<file path="config.mk">
export PLATFORM = sky130hd
export DESIGN_NAME = mdio_mgmt
export DESIGN_NICKNAME = d
export VERILOG_FILES = /design/src/rtl/mdio_pkg.sv /design/src/rtl/mdio_clkdiv.sv /design/src/rtl/mdio_frame.sv /design/src/rtl/mdio_mgmt.sv
export SDC_FILE = /design/constraint.sdc
export NUM_CORES = 1
export LEC_CHECK = 0
export BUFFER_PORTS_ARGS = -buffer_cell sky130_fd_sc_hd__buf_2
export CORE_ASPECT_RATIO = 0.75
export CORE_UTILIZATION = 59
export CTS_CLUSTER_DIAMETER = 120
export DETAILED_ROUTE_END_ITERATION = 10
export GPL_ROUTABILITY_DRIVEN = 0
export HOLD_SLACK_MARGIN = 0.12
export PLACE_DENSITY = 0.83
export SYNTH_ARGS = -nofsm -noshare
export SYNTH_HDL_FRONTEND = slang
export SYNTH_SLANG_ARGS = --single-unit
export TNS_END_PERCENT = 5
</file>
<file path="constraint.sdc">
create_clock -name clk -period 4.2 [get_ports clk]
set_clock_uncertainty 0.2 [all_clocks]
set_input_delay 0.21 -clock clk [delete_from_list [all_inputs] [get_ports clk]]
set_output_delay 0.21 -clock clk [all_outputs]
set_load 0.01 [all_outputs]
</file>
<file path="src/rtl/mdio_pkg.sv">
package mdio_pkg;
  localparam int PHY_W     = 5;
  localparam int REGN_W    = 5;
  localparam int DATA_W    = 16;
  localparam int FRAME_LEN = 64;
  localparam int IDX_W     = $clog2(FRAME_LEN);
  localparam int TA_POS    = 46;  // first turnaround bit
  localparam int DATA_POS  = 48;  // first data bit

  localparam logic [1:0] OP_READ  = 2'b10;
  localparam logic [1:0] OP_WRITE = 2'b01;

  function automatic logic [FRAME_LEN-1:0] build_frame(
    input logic              is_wr,
    input logic [PHY_W-1:0]  phy,
    input logic [REGN_W-1:0] regn,
    input logic [DATA_W-1:0] data
  );
    logic [1:0]        op;
    logic [1:0]        ta;
    logic [DATA_W-1:0] payload;
    op      = is_wr ? OP_WRITE : OP_READ;
    ta      = is_wr ? 2'b10 : 2'b00;
    payload = is_wr ? data : '0;
    return {32'hFFFF_FFFF, 2'b01, op, phy, regn, ta, payload};
  endfunction
endpackage

</file>
<file path="src/rtl/mdio_clkdiv.sv">
module mdio_clkdiv #(
  parameter int RANGE_W = 3,
  parameter int CNT_W   = (1 << RANGE_W) + 1
) (
  input  logic               clk,
  input  logic               rst_n,
  input  logic               en,
  input  logic [RANGE_W-1:0] rng,
  output logic               mdc,
  output logic               rise,
  output logic               fall
);
  logic [CNT_W-1:0] cnt_q, cnt_d, half_m1;
  logic [RANGE_W:0] shamt;
  logic             mdc_q, mdc_d, terminal;

  always_comb begin
    shamt    = {1'b0, rng} + 1'b1;
    half_m1  = (CNT_W'(1) << shamt) - CNT_W'(1);
    terminal = en && (cnt_q == half_m1);
    if (!en) begin
      cnt_d = '0;
      mdc_d = 1'b0;
    end else if (terminal) begin
      cnt_d = '0;
      mdc_d = ~mdc_q;
    end else begin
      cnt_d = cnt_q + 1'b1;
      mdc_d = mdc_q;
    end
  end

  always_ff @(posedge clk or negedge rst_n) begin
    if (!rst_n) begin
      cnt_q <= '0;
      mdc_q <= 1'b0;
    end else begin
      cnt_q <= cnt_d;
      mdc_q <= mdc_d;
    end
  end

  assign mdc  = mdc_q;
  assign rise = terminal & ~mdc_q;
  assign fall = terminal & mdc_q;

  AST_CNT_IN_RANGE: assert property (@(posedge clk) disable iff (!rst_n)
    en |-> (cnt_q <= half_m1));
endmodule

</file>
<file path="src/rtl/mdio_frame.sv">
module mdio_frame
  import mdio_pkg::*;
(
  input  logic                 clk,
  input  logic                 rst_n,
  input  logic                 start,
  input  logic [FRAME_LEN-1:0] frame,
  input  logic                 is_wr,
  input  logic                 rise,
  input  logic                 fall,
  input  logic                 mdio_i,
  output logic                 active,
  output logic                 mdio_o,
  output logic                 mdio_oe,
  output logic                 done,
  output logic [DATA_W-1:0]    rx_data
);
  logic                 active_q, active_d, wr_q, wr_d;
  logic [IDX_W-1:0]     idx_q, idx_d;
  logic [FRAME_LEN-1:0] tx_q, tx_d;
  logic [DATA_W-1:0]    rx_q, rx_d;
  logic                 last_bit;

  assign last_bit = (idx_q == IDX_W'(FRAME_LEN - 1));
  assign done     = active_q & fall & last_bit;

  always_comb begin
    active_d = active_q;
    wr_d     = wr_q;
    idx_d    = idx_q;
    tx_d     = tx_q;
    rx_d     = rx_q;
    if (start) begin
      active_d = 1'b1;
      wr_d     = is_wr;
      idx_d    = '0;
      tx_d     = frame;
      rx_d     = '0;
    end else if (active_q) begin
      if (rise && !wr_q && idx_q >= IDX_W'(DATA_POS))
        rx_d = {rx_q[DATA_W-2:0], mdio_i};
      if (fall) begin
        if (last_bit) active_d = 1'b0;
        else begin
          idx_d = idx_q + 1'b1;
          tx_d  = {tx_q[FRAME_LEN-2:0], 1'b0};
        end
      end
    end
  end

  always_ff @(posedge clk or negedge rst_n) begin
    if (!rst_n) begin
      active_q <= 1'b0;
      wr_q     <= 1'b0;
      idx_q    <= '0;
      tx_q     <= '0;
      rx_q     <= '0;
    end else begin
      active_q <= active_d;
      wr_q     <= wr_d;
      idx_q    <= idx_d;
      tx_q     <= tx_d;
      rx_q     <= rx_d;
    end
  end

  assign active  = active_q;
  assign mdio_o  = active_q & tx_q[FRAME_LEN-1];
  assign mdio_oe = active_q & (wr_q | (idx_q < IDX_W'(TA_POS)));
  assign rx_data = rx_q;

  AST_TX_HOLD_BETWEEN_FALLS: assert property (@(posedge clk) disable iff (!rst_n)
    (active_q && !fall) |=> $stable(tx_q));
  AST_WRITE_NO_CAPTURE: assert property (@(posedge clk) disable iff (!rst_n)
    (active_q && wr_q) |=> $stable(rx_q));
endmodule

</file>
<file path="src/rtl/mdio_mgmt.sv">
module mdio_mgmt
  import mdio_pkg::*;
#(
  parameter int RANGE_W = 3
) (
  input  logic        clk,
  input  logic        rst_n,
  input  logic        bus_we,
  input  logic        bus_sel,
  input  logic [31:0] bus_wdata,
  output logic [31:0] bus_rdata,
  output logic        mdc,
  output logic        mdio_o,
  output logic        mdio_oe,
  input  logic        mdio_i
);
  localparam int BUSY_B  = 0;
  localparam int WR_B    = 1;
  localparam int RNG_LSB = 2;
  localparam int REG_LSB = RNG_LSB + RANGE_W;
  localparam int PHY_LSB = REG_LSB + REGN_W;
  localparam int CTRL_W  = PHY_LSB + PHY_W;
  localparam int CNT_W   = (1 << RANGE_W) + 1;

  logic               busy_q, busy_d, wr_q, wr_d;
  logic [RANGE_W-1:0] rng_q, rng_d;
  logic [REGN_W-1:0]  regn_q, regn_d;
  logic [PHY_W-1:0]   phy_q, phy_d;
  logic [DATA_W-1:0]  data_q, data_d;
  logic               ctrl_wr, data_wr, start;
  logic               active, done, rise, fall;
  logic [DATA_W-1:0]  rx_data;
  logic [FRAME_LEN-1:0] frame;

  assign ctrl_wr = bus_we & ~bus_sel;
  assign data_wr = bus_we & bus_sel;
  assign start   = ctrl_wr & ~busy_q & bus_wdata[BUSY_B];
  assign frame   = build_frame(bus_wdata[WR_B], bus_wdata[PHY_LSB +: PHY_W],
                               bus_wdata[REG_LSB +: REGN_W], data_q);

  always_comb begin
    busy_d = busy_q;
    wr_d   = wr_q;
    rng_d  = rng_q;
    regn_d = regn_q;
    phy_d  = phy_q;
    data_d = data_q;
    if (!busy_q) begin
      if (ctrl_wr) begin
        busy_d = bus_wdata[BUSY_B];
        wr_d   = bus_wdata[WR_B];
        rng_d  = bus_wdata[RNG_LSB +: RANGE_W];
        regn_d = bus_wdata[REG_LSB +: REGN_W];
        phy_d  = bus_wdata[PHY_LSB +: PHY_W];
      end
      if (data_wr) data_d = bus_wdata[DATA_W-1:0];
    end else if (done) begin
      busy_d = 1'b0;
      if (!wr_q) data_d = rx_data;
    end
  end

  always_ff @(posedge clk or negedge rst_n) begin
    if (!rst_n) begin
      busy_q <= 1'b0;
      wr_q   <= 1'b0;
      rng_q  <= '0;
      regn_q <= '0;
      phy_q  <= '0;
      data_q <= '0;
    end else begin
      busy_q <= busy_d;
      wr_q   <= wr_d;
      rng_q  <= rng_d;
      regn_q <= regn_d;
      phy_q  <= phy_d;
      data_q <= data_d;
    end
  end

  assign bus_rdata = bus_sel ? 32'(data_q)
                             : 32'({phy_q, regn_q, rng_q, wr_q, busy_q});

  mdio_clkdiv #(.RANGE_W(RANGE_W), .CNT_W(CNT_W)) u_clkdiv (
    .clk(clk), .rst_n(rst_n), .en(active), .rng(rng_q),
    .mdc(mdc), .rise(rise), .fall(fall)
  );

  mdio_frame u_frame (
    .clk(clk), .rst_n(rst_n), .start(start), .frame(frame),
    .is_wr(bus_wdata[WR_B]), .rise(rise), .fall(fall), .mdio_i(mdio_i),
    .active(active), .mdio_o(mdio_o), .mdio_oe(mdio_oe), .done(done),
    .rx_data(rx_data)
  );

  localparam int UNUSED_W = 32 - CTRL_W;
  if (UNUSED_W < 0) begin : g_bad_width
    $error("control fields exceed the register width");
  end

  AST_MDC_IDLE_LOW: assert property (@(posedge clk) disable iff (!rst_n)
    !busy_q |-> !mdc);
  AST_OUT_STABLE_AT_RISE: assert property (@(posedge clk) disable iff (!rst_n)
    $rose(mdc) |-> $stable(mdio_o));
  AST_BUSY_CLEAR_AT_DONE: assert property (@(posedge clk) disable iff (!rst_n)
    $fell(busy_q) |-> $past(done));
  AST_FIELDS_FROZEN: assert property (@(posedge clk) disable iff (!rst_n)
    busy_q |=> $stable({phy_q, regn_q, rng_q, wr_q}));
  AST_DATA_FROZEN: assert property (@(posedge clk) disable iff (!rst_n)
    (busy_q && !done) |=> $stable(data_q));
  AST_READ_CAPTURE: assert property (@(posedge clk) disable iff (!rst_n)
    (done && !wr_q) |=> (data_q == $past(rx_data)));
endmodule

</file>
Word-level counts from Yosys, hierarchy flattened
Index checks and enable logic that the tools add are counted.
{ "classes": {"add_sub_neg": 4, "magnitude_cmp": 2, "eq_ne": 6, "shifts": 1, "n_mux": 30, "n_bitwise": 14, "reduce_logical": 12} }
{ "ops": {"columns": ["operator", "count"], "rows": [
  ["64-bit 2-to-1 mux", 4],
  ["16-bit 2-to-1 mux", 9],
  ["6-bit 2-to-1 mux", 4],
  ["9-bit 2-to-1 mux", 2],
  ["1-bit AND", 10],
  ["9-bit by 1-bit adder with 9-bit output, second input constant", 1],
  ["9-bit equality test", 1],
  ["1-bit 2-to-1 mux", 9],
  ["1-bit by 4-bit left shift with 9-bit output, first input constant", 1],
  ["9-bit by 2-bit subtractor with 9-bit output, second input constant", 1],
  ["2-bit nonzero test", 4],
  ["6-bit by 1-bit adder with 6-bit output, second input constant", 1],
  ["6-bit equality test, second input constant", 1],
  ["6-bit greater-or-equal comparator, second input constant", 1],
  ["6-bit less-than comparator, second input constant", 1],
  ["2-bit inequality test, second input constant", 3],
  ["3-bit AND reduction", 2],
  ["3-bit by 1-bit adder with 4-bit output, second input constant", 1],
  ["2-bit 2-to-1 mux", 2],
  ["2-bit AND reduction", 2],
  ["1-bit logical AND", 3],
  ["1-bit NOT", 3],
  ["2-bit by 1-bit inequality test with 1-bit output, second input constant", 1],
  ["1-bit zero test", 1],
  ["1-bit OR", 1]
]} }
{ "totals": {"register_bits": 129, "in_bits": 37, "out_inout_bits": 35, "elab_cells": 82} }

Logic depth before layout (Yosys ltp)
{ "logic_depth": {"depth_word": 11, "depth_mapped": 14, "depth_no_buf": 8} }

Hierarchy
A second synthesis with hierarchy kept.
{ "hier_totals": {"hier_cells": 911, "area_unflattened_um2": 8293.0} }
{ "modules_own_cells": {"columns": ["module", "n_inst", "cells_per_inst", "area_each_um2", "seq_area_each_um2"], "rows": [
  ["mdio_frame", 1, 641, 5595.4, 2202.1],
  ["mdio_mgmt", 1, 180, 1929.4, 775.7],
  ["mdio_clkdiv", 1, 90, 768.2, 250.2]
]} }

Least setup slack after synthesis
OpenSTA, ideal clock, no wires.
{ "synth_path": {"path_kind": "flip-flop to flip-flop", "start": "register rng_q[1]", "end": "register data_q[10]", "setup_time_ns": 0.125, "arrival_time_ns": 2.902, "required_time_ns": 3.875, "slack_ns": 0.973, "stages_incl_launch_ff": 13, "n_path_buf": 4, "synth_period_minus_slack_ns": 3.227, "path_cell_list": "dfrtp_1 buf_2 buf_4 or3_1 ha_1 buf_2 nor4b_1 a311oi_2 xnor2_2 a211oi_1 a21oi_2 buf_4 mux2_2"} }
{ "synth_via": {"elab_chain_cells": 10} }
{ "synth_rtl": {"columns": ["element", "line_no", "text"], "rows": [
  ["start, declared", "mdio_mgmt.sv:26", "logic [RANGE_W-1:0] rng_q, rng_d;"],
  ["start signal, assigned", "mdio_mgmt.sv:74", "rng_q <= rng_d;"],
  ["3-bit by 1-bit adder with 4-bit output", "mdio_clkdiv.sv:18", "shamt = {1'b0, rng} + 1'b1;"],
  ["1-bit by 4-bit left shift with 9-bit output", "mdio_clkdiv.sv:19", "half_m1 = (CNT_W'(1) << shamt) - CNT_W'(1);"],
  ["9-bit by 2-bit subtractor with 9-bit output", "mdio_clkdiv.sv:19", null],
  ["9-bit equality test", "mdio_clkdiv.sv:20", "terminal = en && (cnt_q == half_m1);"],
  ["1-bit logical AND", "mdio_clkdiv.sv:20", null],
  ["1-bit AND", "mdio_clkdiv.sv:45", "assign fall = terminal & mdc_q;"],
  ["1-bit AND (2 in a row)", "mdio_frame.sv:25", "assign done = active_q & fall & last_bit;"],
  ["2-bit by 1-bit inequality test with 1-bit output (no source line)", null, null],
  ["3-bit AND reduction (no source line)", null, null],
  ["end signal, assigned", "mdio_mgmt.sv:77", "data_q <= data_d;"],
  ["end, declared", "mdio_mgmt.sv:29", "logic [DATA_W-1:0] data_q, data_d;"]
]} }
Every way passes these cells.
A chain may end at the register's enable or synchronous reset.

Worst setup path in the final report
{ "layout_path": {"start": "register rng_q[0]", "end": "register u_frame.rx_q[1] (netlist: u_frame.rx_data[1])"} }
{ "layout_via": {"elab_chain_cells": 10} }
{ "layout_rtl": {"columns": ["element", "line_no", "text"], "rows": [
  ["3-bit by 1-bit adder with 4-bit output", "mdio_clkdiv.sv:18", null],
  ["1-bit by 4-bit left shift with 9-bit output", "mdio_clkdiv.sv:19", null],
  ["9-bit by 2-bit subtractor with 9-bit output", "mdio_clkdiv.sv:19", null],
  ["9-bit equality test", "mdio_clkdiv.sv:20", null],
  ["1-bit logical AND", "mdio_clkdiv.sv:20", null],
  ["1-bit AND", "mdio_clkdiv.sv:44", "assign rise = terminal & ~mdc_q;"],
  ["1-bit logical AND (2 in a row)", "mdio_frame.sv:40", "if (rise && !wr_q && idx_q >= IDX_W'(DATA_POS))"],
  ["2-bit nonzero test (no source line)", null, null],
  ["2-bit AND reduction (no source line)", null, null],
  ["end signal, assigned", "mdio_frame.sv:64", "rx_q <= rx_d;"],
  ["end, declared", "mdio_frame.sv:21", "logic [DATA_W-1:0] rx_q, rx_d;"]
]} }
Every way passes these cells.

==> run_results.csv <==
group,metric,value,unit
routing,drt-vias-per-instance,6.245,
layout,synthToLayoutAreaGrowth,17.15,%
placement,dp_hpwl,8623,um
yosys,synth-seq-cells,129,
yosys,synth_cell_types,50,
clock_network,cts_resized,0,
timing,period_share,85.97,%
layout,finish.utilization,71.56,%
grt,grt_antenna_before_repair,0,
yosys,async_flop_share,100.0,%
clock_network,cts_buffers,17,
yosys,synth_area,6310,um2
grt,grt_pass1_vias,5266,
routing,finalWirelength,15620,um
setup_path,worstSetupPathType,"register to register",
grt,grt.overflow.total,0,
timing,setup_viol,0,
grt,grt_max_degree,74,
min_path,holdCritPathClass,"primary input to async pin",
floorplanning,initial_core_util,61.08,%
routing,dr_total_vias,5171,
routing,dr.pass1.iters,5,
clock_network,cts.clk_slew.worst_paths,0.06,ns
clock_network,cts_tree,"yes",
yosys,synth_top_area_cell,"dfrtp_1",
setup_path,critPathLaunchType,"register",
placement,place_area,6538,um2
grt,track_usage,30.90,%
clock_network,post-cts-setup-buffer-count,0,
setup_path,path_max_fanout,17,
floorplanning,core,10330,um2
pwr,powerDensity,590.1,nW/um2
clock_network,root_buffer,"clkbuf_16",
setup_path,crit_arrival,3.74,ns
layout,layout-drive-gt1-share,22.54,%
yosys,synth_top_area_share,51.16,%
clock_network,clk_latency,0.43,ns
timing,fmax,277.0,MHz
clock_network,cts_sinks,129,
yosys,synth_edf_count,0,
floorplanning,rows,32,
setup_path,r2r_cells,9,
floorplanning,die-area,11120,um2
setup_path,crit_path_end_kind,"register",
floorplanning,dieHeight,91.56,um
clock_network,h-tree-depth,4,
yosys,postSynthCellCount,643,
routing,postRouteAntennaNets,0,
routing,drc_errors,0,
floorplanning,ios,72,
grt,grt_pass1_wl,26010,um
yosys,synthTopCellsByArea,"dfrtp_1 51%, mux2_2 11%, nand3_1 8.8%",
yosys,yosysMostFrequentCell,"dfrtp_1",
layout,fin_area,7392,um2
yosys,synth-main-ff-cell,"dfrtp_1",
layout,fillers,703,
pwr,p_leak,3.326,nW
timing,post-route-min-period,3.611,ns
floorplanning,die_w,121.4,um
yosys,yosysSeqAreaShare,51.16,%
layout,antennaDiodeCount,0,
timing,maxSlewHeadroom,22.45,%
clock_network,cts.path.max_buffers,2,
layout,final_nets,720,
placement,port-buffer-count,39,
routing,wl_per_cell,18.87,um
pwr,finalPower,4.362,mW
setup_path,cp.required,4.33,ns
setup_path,r2r_slack,0.59,ns
run,maxCapViolCount,0,
routing,drtIter0Drc,578,
yosys,synth_common_cells,"129 x dfrtp_1, 111 x nand3_1, 98 x nand2_1",
timing,final.setup.tns,0,ns
timing,tightest_slew,1.159,ns
timing,finalHoldViolCount,0,
timing,rsz0062_at_grt,"false",
timing,slew_viol_final,0,
pwr,max-vdd-ir-drop,0.4258,mV
yosys,yosysWarningCount,0,
run_status,status,"finished, final reports clean",
yosys,synth.avg_cell_area,9.813,um2
routing by layer:
| layer | GRT usage, % | wire length (um) |
|---|---|---|
| met5 | 0 | 0 |
| met4 | 18.21 | 595 |
| met3 | 7.161 | 1072 |
| met2 | 48.44 | 7541 |
| met1 | 39.08 | 6412 |
report_power, final:
group          internal [mW]  total (mW)  switching [mW]
clock network           1.13        1.70           0.569
registers               1.50        1.69           0.193
logic                  0.442       0.974           0.532
total                   3.07        4.36            1.29
cells in the final DEF, fill, tap and decap left out, types with 5 or more instances in the layout:
master,count
nor3_1,8
nor2_1,18
nand2_1,97
mux2_2,61
dfrtp_1,129
xor2_1,6
dlygate4sd3_1,18
o211ai_1,15
nand4_1,18
clkbuf_16,17
inv_1,5
a21oi_1,23
bufinv_16,6
conb_1,17
o21ai_0,22
buf_4,15
buf_2,38
nand3_1,111
state kept, by name, indices dropped and copies added (netlist names), 3 cells and up:
name             flops
u_frame.tx_q        64
data_q              16
u_frame.rx_data     16
u_clkdiv.cnt_q       9
u_frame.idx_q        6
phy_q                5
regn_q               5
rng_q                3
logic make-up after synthesis:
group,count (synthesis),share of synthesized area [%]
mux,61,10.89
other cells,2,0.1190
fa+ha+maj,3,0.5949
compound gates,83,8.566
buf+inv,74,5.830
xor+xnor,11,1.646
simple gates,280,21.20
flops,129,51.16
what timing repair did:
item,4_1_cts,5_1_grt
hold buffers,18,0
endpoints found under the hold margin,123,0
endpoints found under the setup margin,0,0
final timing paths:
path,from,endpoint
max in group asynchronous,rst_n,u_frame.tx_q[55]$_DFFE_PN0P_
min,rst_n,regn_q[0]$_DFFE_PN0P_
max,rng_q[0]$_DFFE_PN0P_,u_frame.rx_data[1]$_DFFE_PN0P_
max reg2reg,rng_q[0]$_DFFE_PN0P_,u_frame.rx_data[1]$_DFFE_PN0P_
min in group clk,u_frame.tx_q[38]$_DFFE_PN0P_,u_frame.tx_q[38]$_DFFE_PN0P_
min reg2reg,u_frame.tx_q[38]$_DFFE_PN0P_,u_frame.tx_q[38]$_DFFE_PN0P_
cell type report:
| class | instances | area, um2 | area share [%] |
|---|---|---|---|
| clock buffers | 18 | 439.2 | 5.941 |
| flip-flops and latches | 129 | 3228 | 43.67 |
| well taps | 136 | 170.2 | 2.302 |
| inverters | 5 | 18.77 | 0.2539 |
| clock inverters | 13 | 235.2 | 3.182 |
| repair buffers | 72 | 503.0 | 6.804 |
| multi-input cells | 455 | 2798 | 37.85 |
metrics by stage:
stage | instances | worst slack, ns | hold WS (ns)
6_report | 828 | 0.5894 | 0.2417
5_1_grt | 828 | 0.3997 | 0.3074
3_5_place_dp | 779 | 0.6432 | 0.1940
4_1_cts | 828 | 0.6213 | 0.2913
3_3_place_gp | 779 | 0.6938 | 0.1874
2_1_floorplan | 658 | 0.9730 | -0.2856
worst max-delay path, stage by stage (launching register included):
cell and delay (ns):
dfrtp_1 0.53, or3_1 0.41, ha_1 0.31, or3b_1 0.21
a31oi_1 0.07, a311o_1 0.43, a2111oi_2 0.66, buf_4 0.36
nand4_1 0.14, a21oi_1 0.20
(Power assumes the default switching activity.)
